==> config.mk <==
export PLATFORM = sky130hd
export DESIGN_NAME = sdram_seq_ctrl
export DESIGN_NICKNAME = d
export VERILOG_FILES = /design/src/rtl/sdram_seq_ctrl.sv
export SDC_FILE = /design/constraint.sdc
export NUM_CORES = 1
export LEC_CHECK = 0
export BUFFER_PORTS_ARGS = -buffer_cell sky130_fd_sc_hd__clkbuf_2
export CORE_UTILIZATION = 54
export DETAILED_ROUTE_END_ITERATION = 8
export PLACE_DENSITY = 0.9
export RECOVER_POWER = 100
export SKIP_LAST_GASP = 1
export SYNTH_ARGS = -nofsm -noshare
export SYNTH_HDL_FRONTEND = slang
export SYNTH_SLANG_ARGS = --single-unit
==> constraint.sdc <==
create_clock -name clk -period 2.12 [get_ports clk]
set_input_delay 0.424 -clock clk [delete_from_list [all_inputs] [get_ports clk]]
set_output_delay 0.424 -clock clk [all_outputs]
set_load 0.005 [all_outputs]
==> src/rtl/sdram_seq_ctrl.sv <==
module sdram_seq_ctrl #(
  parameter int CLK_MHZ    = 125,
  parameter int CAS_LAT    = 2,
  parameter int T_RCD      = 2,
  parameter int T_RP       = 2,
  parameter int T_RC       = 7,
  parameter int T_WR       = 2,
  parameter int T_MRD      = 2,
  parameter int POWERUP_US = 100,
  parameter int BANK_W     = 2,
  parameter int ROW_W      = 12,
  parameter int COL_W      = 9,
  parameter int DATA_W     = 8
) (
  input  logic                          clk,
  input  logic                          rst_n,
  input  logic                          req_valid,
  output logic                          req_ready,
  input  logic                          req_write,
  input  logic [BANK_W+ROW_W+COL_W-1:0] req_addr,
  input  logic [DATA_W-1:0]             req_wdata,
  output logic                          rd_valid,
  output logic [DATA_W-1:0]             rd_data,
  output logic                          init_done,
  output logic                          sd_cke,
  output logic                          sd_cs_n,
  output logic                          sd_ras_n,
  output logic                          sd_cas_n,
  output logic                          sd_we_n,
  output logic [BANK_W-1:0]             sd_ba,
  output logic [ROW_W-1:0]              sd_a,
  output logic                          sd_dqm,
  output logic [DATA_W-1:0]             sd_dq_out,
  output logic                          sd_dq_oe,
  input  logic [DATA_W-1:0]             sd_dq_in
);
  localparam int REF_CYC = CLK_MHZ * 15625 / 1000;
  localparam int PWR_CYC = CLK_MHZ * POWERUP_US;
  localparam int RD_HOLD = (CAS_LAT + T_RP > T_RC - T_RCD) ? CAS_LAT + T_RP : T_RC - T_RCD;
  localparam int WR_HOLD = (T_WR + T_RP > T_RC - T_RCD) ? T_WR + T_RP : T_RC - T_RCD;
  localparam int G_RP  = (T_RP    > 2) ? T_RP    - 2 : 0;
  localparam int G_RC  = (T_RC    > 2) ? T_RC    - 2 : 0;
  localparam int G_RCD = (T_RCD   > 2) ? T_RCD   - 2 : 0;
  localparam int G_MRD = (T_MRD   > 2) ? T_MRD   - 2 : 0;
  localparam int G_RD  = (RD_HOLD > 2) ? RD_HOLD - 2 : 0;
  localparam int G_WR  = (WR_HOLD > 2) ? WR_HOLD - 2 : 0;
  localparam int WC_W  = $clog2(PWR_CYC + RD_HOLD + WR_HOLD + T_RC + T_MRD + 4);
  localparam int RC_W  = $clog2(REF_CYC + 1);
  localparam logic [ROW_W-1:0] A_AP = ROW_W'(1) << 10;
  localparam logic [ROW_W-1:0] MODE = ROW_W'(CAS_LAT & 7) << 4;

  localparam logic [3:0] C_NOP = 4'b0111, C_ACT = 4'b0011, C_RD = 4'b0101,
                         C_WR  = 4'b0100, C_PRE = 4'b0010, C_REF = 4'b0001,
                         C_LMR = 4'b0000;

  typedef enum logic [2:0] {S_PWRUP, S_REF1, S_REF2, S_MRS, S_IDLE, S_RW, S_WAIT} st_t;

  st_t               state, nxt;
  logic [WC_W-1:0]   wcnt;
  logic [RC_W-1:0]   ref_cnt;
  logic              ref_pend;
  logic [3:0]        cmd;
  logic [CAS_LAT:0]  rd_sh;
  logic              r_wr;
  logic [COL_W-1:0]  r_col;
  logic [DATA_W-1:0] r_wdata;

  assign {sd_cs_n, sd_ras_n, sd_cas_n, sd_we_n} = cmd;
  assign req_ready = (state == S_IDLE) && !ref_pend;

  always_ff @(posedge clk) begin
    if (!rst_n) begin
      state     <= S_PWRUP;
      nxt       <= S_PWRUP;
      wcnt      <= WC_W'(PWR_CYC - 1);
      ref_cnt   <= RC_W'(REF_CYC - 1);
      ref_pend  <= 1'b0;
      cmd       <= C_NOP;
      rd_sh     <= '0;
      rd_valid  <= 1'b0;
      rd_data   <= '0;
      init_done <= 1'b0;
      sd_cke    <= 1'b0;
      sd_dqm    <= 1'b1;
      sd_ba     <= '0;
      sd_a      <= '0;
      sd_dq_out <= '0;
      sd_dq_oe  <= 1'b0;
      r_wr      <= 1'b0;
      r_col     <= '0;
      r_wdata   <= '0;
    end else begin
      cmd      <= C_NOP;
      sd_dq_oe <= 1'b0;
      sd_cke   <= 1'b1;
      rd_sh    <= {rd_sh[CAS_LAT-1:0], 1'b0};
      rd_valid <= rd_sh[CAS_LAT];
      if (rd_sh[CAS_LAT]) rd_data <= sd_dq_in;

      if (ref_cnt == '0) begin
        ref_cnt <= RC_W'(REF_CYC - 1);
        if (init_done) ref_pend <= 1'b1;
      end else begin
        ref_cnt <= ref_cnt - 1'b1;
      end

      case (state)
        S_PWRUP: begin
          if (wcnt == '0) begin
            cmd   <= C_PRE;
            sd_a  <= A_AP;
            wcnt  <= WC_W'(G_RP);
            nxt   <= S_REF1;
            state <= S_WAIT;
          end else begin
            wcnt <= wcnt - 1'b1;
          end
        end
        S_REF1: begin
          cmd   <= C_REF;
          wcnt  <= WC_W'(G_RC);
          nxt   <= S_REF2;
          state <= S_WAIT;
        end
        S_REF2: begin
          cmd   <= C_REF;
          wcnt  <= WC_W'(G_RC);
          nxt   <= S_MRS;
          state <= S_WAIT;
        end
        S_MRS: begin
          cmd   <= C_LMR;
          sd_ba <= '0;
          sd_a  <= MODE;
          wcnt  <= WC_W'(G_MRD);
          nxt   <= S_IDLE;
          state <= S_WAIT;
        end
        S_IDLE: begin
          if (ref_pend) begin
            cmd      <= C_REF;
            ref_pend <= 1'b0;
            wcnt     <= WC_W'(G_RC);
            nxt      <= S_IDLE;
            state    <= S_WAIT;
          end else if (req_valid) begin
            cmd     <= C_ACT;
            sd_ba   <= req_addr[COL_W+ROW_W +: BANK_W];
            sd_a    <= req_addr[COL_W +: ROW_W];
            r_wr    <= req_write;
            r_col   <= req_addr[COL_W-1:0];
            r_wdata <= req_wdata;
            wcnt    <= WC_W'(G_RCD);
            nxt     <= S_RW;
            state   <= S_WAIT;
          end
        end
        S_RW: begin
          sd_a  <= ROW_W'(r_col) | A_AP;
          nxt   <= S_IDLE;
          state <= S_WAIT;
          if (r_wr) begin
            cmd       <= C_WR;
            sd_dq_out <= r_wdata;
            sd_dq_oe  <= 1'b1;
            wcnt      <= WC_W'(G_WR);
          end else begin
            cmd      <= C_RD;
            rd_sh[0] <= 1'b1;
            wcnt     <= WC_W'(G_RD);
          end
        end
        S_WAIT: begin
          if (wcnt == '0) begin
            state <= nxt;
            if (nxt == S_IDLE) begin
              init_done <= 1'b1;
              sd_dqm    <= 1'b0;
            end
          end else begin
            wcnt <= wcnt - 1'b1;
          end
        end
        default: state <= S_PWRUP;
      endcase
    end
  end
endmodule


# [Yosys cells after proc, flatten, opt, wreduce, memory -nomap -nowiden]
# Index checks and enable logic that the tools add are counted.
[classes] addsub=2 n_eq_ne=13 mux=33 bitwise=2 reduce_logical=22
[ops] cell="$pmux 14 s6" count=1
[ops] cell="$mux 14" count=4
[ops] cell="$pmux 12 s4" count=1
[ops] cell="$mux 12" count=3
[ops] cell="$mux 3" count=10
[ops] cell="$pmux 3 s5" count=2
[ops] cell="$reduce_and 3->1" count=6
[ops] cell="$logic_not 14->1" count=1
[ops] cell="$sub 14x1->14 const B" count=1
[ops] cell="$eq 3x3->1 const B" count=4
[ops] cell="$pmux 3 s4" count=1
[ops] cell="$logic_not 11->1" count=1
[ops] cell="$sub 11x1->11 const B" count=1
[ops] cell="$ne 2x2->1 const B" count=5
[ops] cell="$mux 1" count=8
[ops] cell="$eq 3x2->1 const B" count=2
[ops] cell="$reduce_bool 6->1" count=1
[ops] cell="$reduce_or 2->1" count=3
[ops] cell="$reduce_bool 5->1" count=1
[ops] cell="$mux 2" count=2
[ops] cell="$pmux 2 s2" count=1
[ops] cell="$reduce_and 2->1" count=2
[ops] cell="$reduce_and 4->1" count=1
[ops] cell="$reduce_bool 4->1" count=1
[ops] cell="other kinds (8)" count=9
[word_totals] reg_bits=92 in_bits=43 out_inout_bits=40 elab_cells=92

# [Logic depth before layout (Yosys ltp)]
[depth] depth_word=4 depth_mapped=9 depth_no_buf=8

# [Worst setup path before layout]
# OpenSTA, ideal clock, no wires.
[synth_timing] kind="flip-flop to flip-flop" startpoint="register wcnt[0]" endpoint="register wcnt[7]" setup_ns=0.131 arrival_ns=1.740 required_ns=1.989 slack_ns=0.249 stages_incl_launch_ff=9 n_path_buf=0 period_less_slack_ns=1.871 path_cell_list="dfxtp_1 -> inv_1 -> ha_1 -> nor2b_1 -> nand4_2 -> o41ai_4 -> nor4_1 -> xnor2_1 -> o21ai_1"
[synth_via] elab_chain_cells=3 elab_cells_between_ends=7 classes_between="add/sub (1); eq/ne (1); mux (3); reduce/logical (2)"
[synth_lines] item="from (decl)" line_no="59" source="logic [WC_W-1:0] wcnt;"
[synth_lines] item="from (signal assigned)" line_no="75" source="wcnt <= WC_W'(PWR_CYC - 1);"
[synth_lines] item="from (signal assigned)" line_no="112" source="wcnt <= WC_W'(G_RP);"
[synth_lines] item="from (signal assigned)" line_no="116" source="wcnt <= wcnt - 1'b1;"
[synth_lines] item="$sub 14x1->14 / $logic_not 14->1 (equally long branches)"
[synth_lines] item="$mux 14 (tied with other cells)" line_no="174" source="if (wcnt == '0) begin"
[synth_lines] item="$pmux 14 s6 / $reduce_and 3->1 (equally long branches)"
# Parallel ways exist; a longest one is shown, timed or not. The select of a mux whose other input is x is not followed.
# A chain may end at the register's enable or synchronous reset.

# [Worst setup path after layout]
[layout_timing] startpoint="register wcnt[0]" endpoint="register wcnt[6]"
# The elaborated chain is that of the path after synthesis.

==> results.toml <==
[run_status]
status = "finished clean"

[route]
first_pass_iters = 5
wl_per_cell_um = 14.18
routed_wl_mm = 8.793
vias_per_cell = 5.477
drc_errors = 0
drtIter0Drc = 322
via_count = 3396
ant_nets = 0

[worst_setup_path]
crit_type = "reg2reg"
worstPathArrival_ps = 2250
cp-end-kind = "register"
critPathMaxFanout = 7
required_ps = 2340
cp-start-kind = "register"

[floorplan]
core_sq_mm = 0.006869
dieArea_sq_mm = 0.007493
row_count = 30
dieHeight_um = 86.56
initial_core_util_pct = 56.21
num_io_pins = 83
die_w_um = 86.56

[cts]
clk_path_buf_depth = 2
insertion_delay_ps = 350
cts-root-buf = "clkbuf_8"
clkTransAtPathRegs_ps = 80
holdBufCountCts = 0
cts_tree = "yes"
cts_inserted_buffers = 9
cts_sinks = 91
htree_levels = 3
cts_setup_buffers = 0

[layout]
fin_area_sq_mm = 0.004612
num-nets-final = 564
fillers = 548
area.growth.synth_to_final_pct = 19.44
antennaDiodeCount = 0
drive_gt1_share_pct = 24.62

[synthesis]
yosys.area_share.adder_pct = 0.6481
synth_largest_area_cell = "dfxtp_1"
avgSynthCellArea_sq_um = 8.917
synth-compound-area-share_pct = 17.56
synth_top_family_by_area = "simple AND/OR/NAND/NOR gates"
synth_flop_cell = "dfxtp_1"
synth_common_cells = "dfxtp_1 (91), nand2_1 (85), nor2_1 (36)"
synth_top_area_share_pct = 47.18
synth_edf_count = 0
synth_cell_types = 54
synth.mux.area_fraction_pct = 2.333
synthesis.nets = 478
ys_top_cells_by_area = "dfxtp_1 (47%), nand2_1 (8.3%), a21boi_1 (5.8%)"
synthSimpleGateAreaFrac_pct = 25.60
yosys.cell_count.top_type = "dfxtp_1"
synth_area_sq_mm = 0.003861
synth_seq_cells = 91
ys_warn_count = 0
synth-xor-area-share_pct = 3.629
yosysSeqAreaShare_pct = 47.18
synth-async-reset-ratio_pct = 0
netlist_instances = 433

[timing]
tightest_slew_ps = 529.8
fmax_mhz = 490.9
post-route-period-util_pct = 96.09
rsz0062_at_grt = "yes"
finalHoldViolations = 0
setup_viol = 0
slew_violations = 0
fin_crit_ps = 2037
maxSlewHeadroom_pct = 64.68
fin_worst_skew_ps = 3.972
setup_ws_ps = 82.89

[placed_design]
io_buffers = 81
hpwl_mm = 6.318
dpl-instance-area_sq_mm = 0.004408
finalWeightedCongestion = 0.8878
pre_cts_slack_ps = 86.93

[min_path]
hold_class = "in2reg"

[global_route]
grt_pass1_vias = 3292
grt_max_degree = 28
grt_overflow = 0
grt_pass1_wl_mm = 14.84
track_usage_pct = 25.16
antenna_found_initial = 0

[job]
max_cap_viol_count = 0

[power]
p_per_area_mw_per_mm2 = 660.1
leakage_uw = 0.001928
ir_drop_mv = 0.4694
## flip-flops by register name, summed over array words and instances (netlist names), 8 cells and up
name and count:
wcnt 14, ref_cnt 11, r_wdata 8, sd_a 12
rd_data 8, sd_dq_out 8, r_col 9
## cell type report
cell class              instances  area, sq um  share of cell area, %
clock inverters                 4        25.02                 0.5426
multi-input cells             315         1943                  42.13
repair buffers                 96        521.8                  11.31
flip-flops and latches         91         1824                  39.56
well taps                      96        120.1                  2.604
inverters                       6        22.52                 0.4883
clock buffers                  12        155.1                  3.364
## kinds of logic (layout without fill, tap and decap cells)
group                      Yosys count  in the layout
xor gates and xnor gates            16             16
AOI/OAI and AO/OA                   90             90
and+or+nand+nor                    197            197
buffers and inverters               27            118
muxes                                9              9
other                                1              1
adders and majority gates            2              2
DFF                                 91             91
## power by group
part	internal [uW]	switching, uW
registers	1740	33.8
clock network	487	586
logic	97.9	98.6
total	2330	719
## critical path: stages, from the launching register on
cell and delay (ps):
dfxtp_1 330, inv_1 90, ha_1 220, nor2b_2 270
nand4_4 170, nor4_4 430, nor3_1 140, xnor2_1 160
o21ai_1 80
## timing repair
action / in CTS / in global routing
setup endpoints to repair: 0 / 24
endpoints found under the hold margin: 0 / 0
gates resized for setup: 0 / 6
## stage by stage
step	total power [uW]	hold slack, ps	utilization [%]	std cells	TNS, ps
3_3_place_gp	1994	415.4	64.17	604	0
5_1_grt	3151	283.6	67.14	620	-25.14
4_1_cts	3057	264.6	66.79	620	0
3_5_place_dp	2007	427.5	64.17	604	0
2_1_floorplan	1932	411.9	-	433	0
6_report	3044	279.2	67.14	620	0
## layer usage
metal	global-route usage, %	part of all wire, %
met5	0	0
met4	11.21	2.2
met3	5.714	6.5
met2	41.41	48
met1	31.62	43
## path summary, 6_finish.rpt
| path | startpoint | to | slack, ps | depth (start not counted) |
|---|---|---|---|---|
| worst max-delay path | wcnt[0] | wcnt[6] | 80 | 8 |
| worst min-delay path | req_addr[0] | r_col[0] | 280 | 3 |
| worst max register to register | wcnt[0] | wcnt[6] | 80 | 8 |
| worst min register to register | rd_sh[0] | rd_sh[1] | 440 | 1 |
## layout by cell type (no fill, tap or decap), types with 6 or more instances in the layout
cell | Yosys | layout
a21oi_1 | 7 | 7
buf_4 | 2 | 14
clkbuf_2 | 0 | 81
nor2b_1 | 14 | 13
nor3_1 | 8 | 8
o21ai_0 | 6 | 6
dfxtp_1 | 91 | 89
nor2_1 | 36 | 36
o211a_1 | 8 | 8
clkbuf_8 | 0 | 11
o21ai_1 | 10 | 10
inv_1 | 6 | 6
a22oi_1 | 8 | 8
mux2i_1 | 9 | 9
a21boi_1 | 30 | 30
xnor2_1 | 14 | 14
and2_1 | 7 | 7
nand2_1 | 85 | 85
Note: power is estimated with default switching activity, not from simulation.
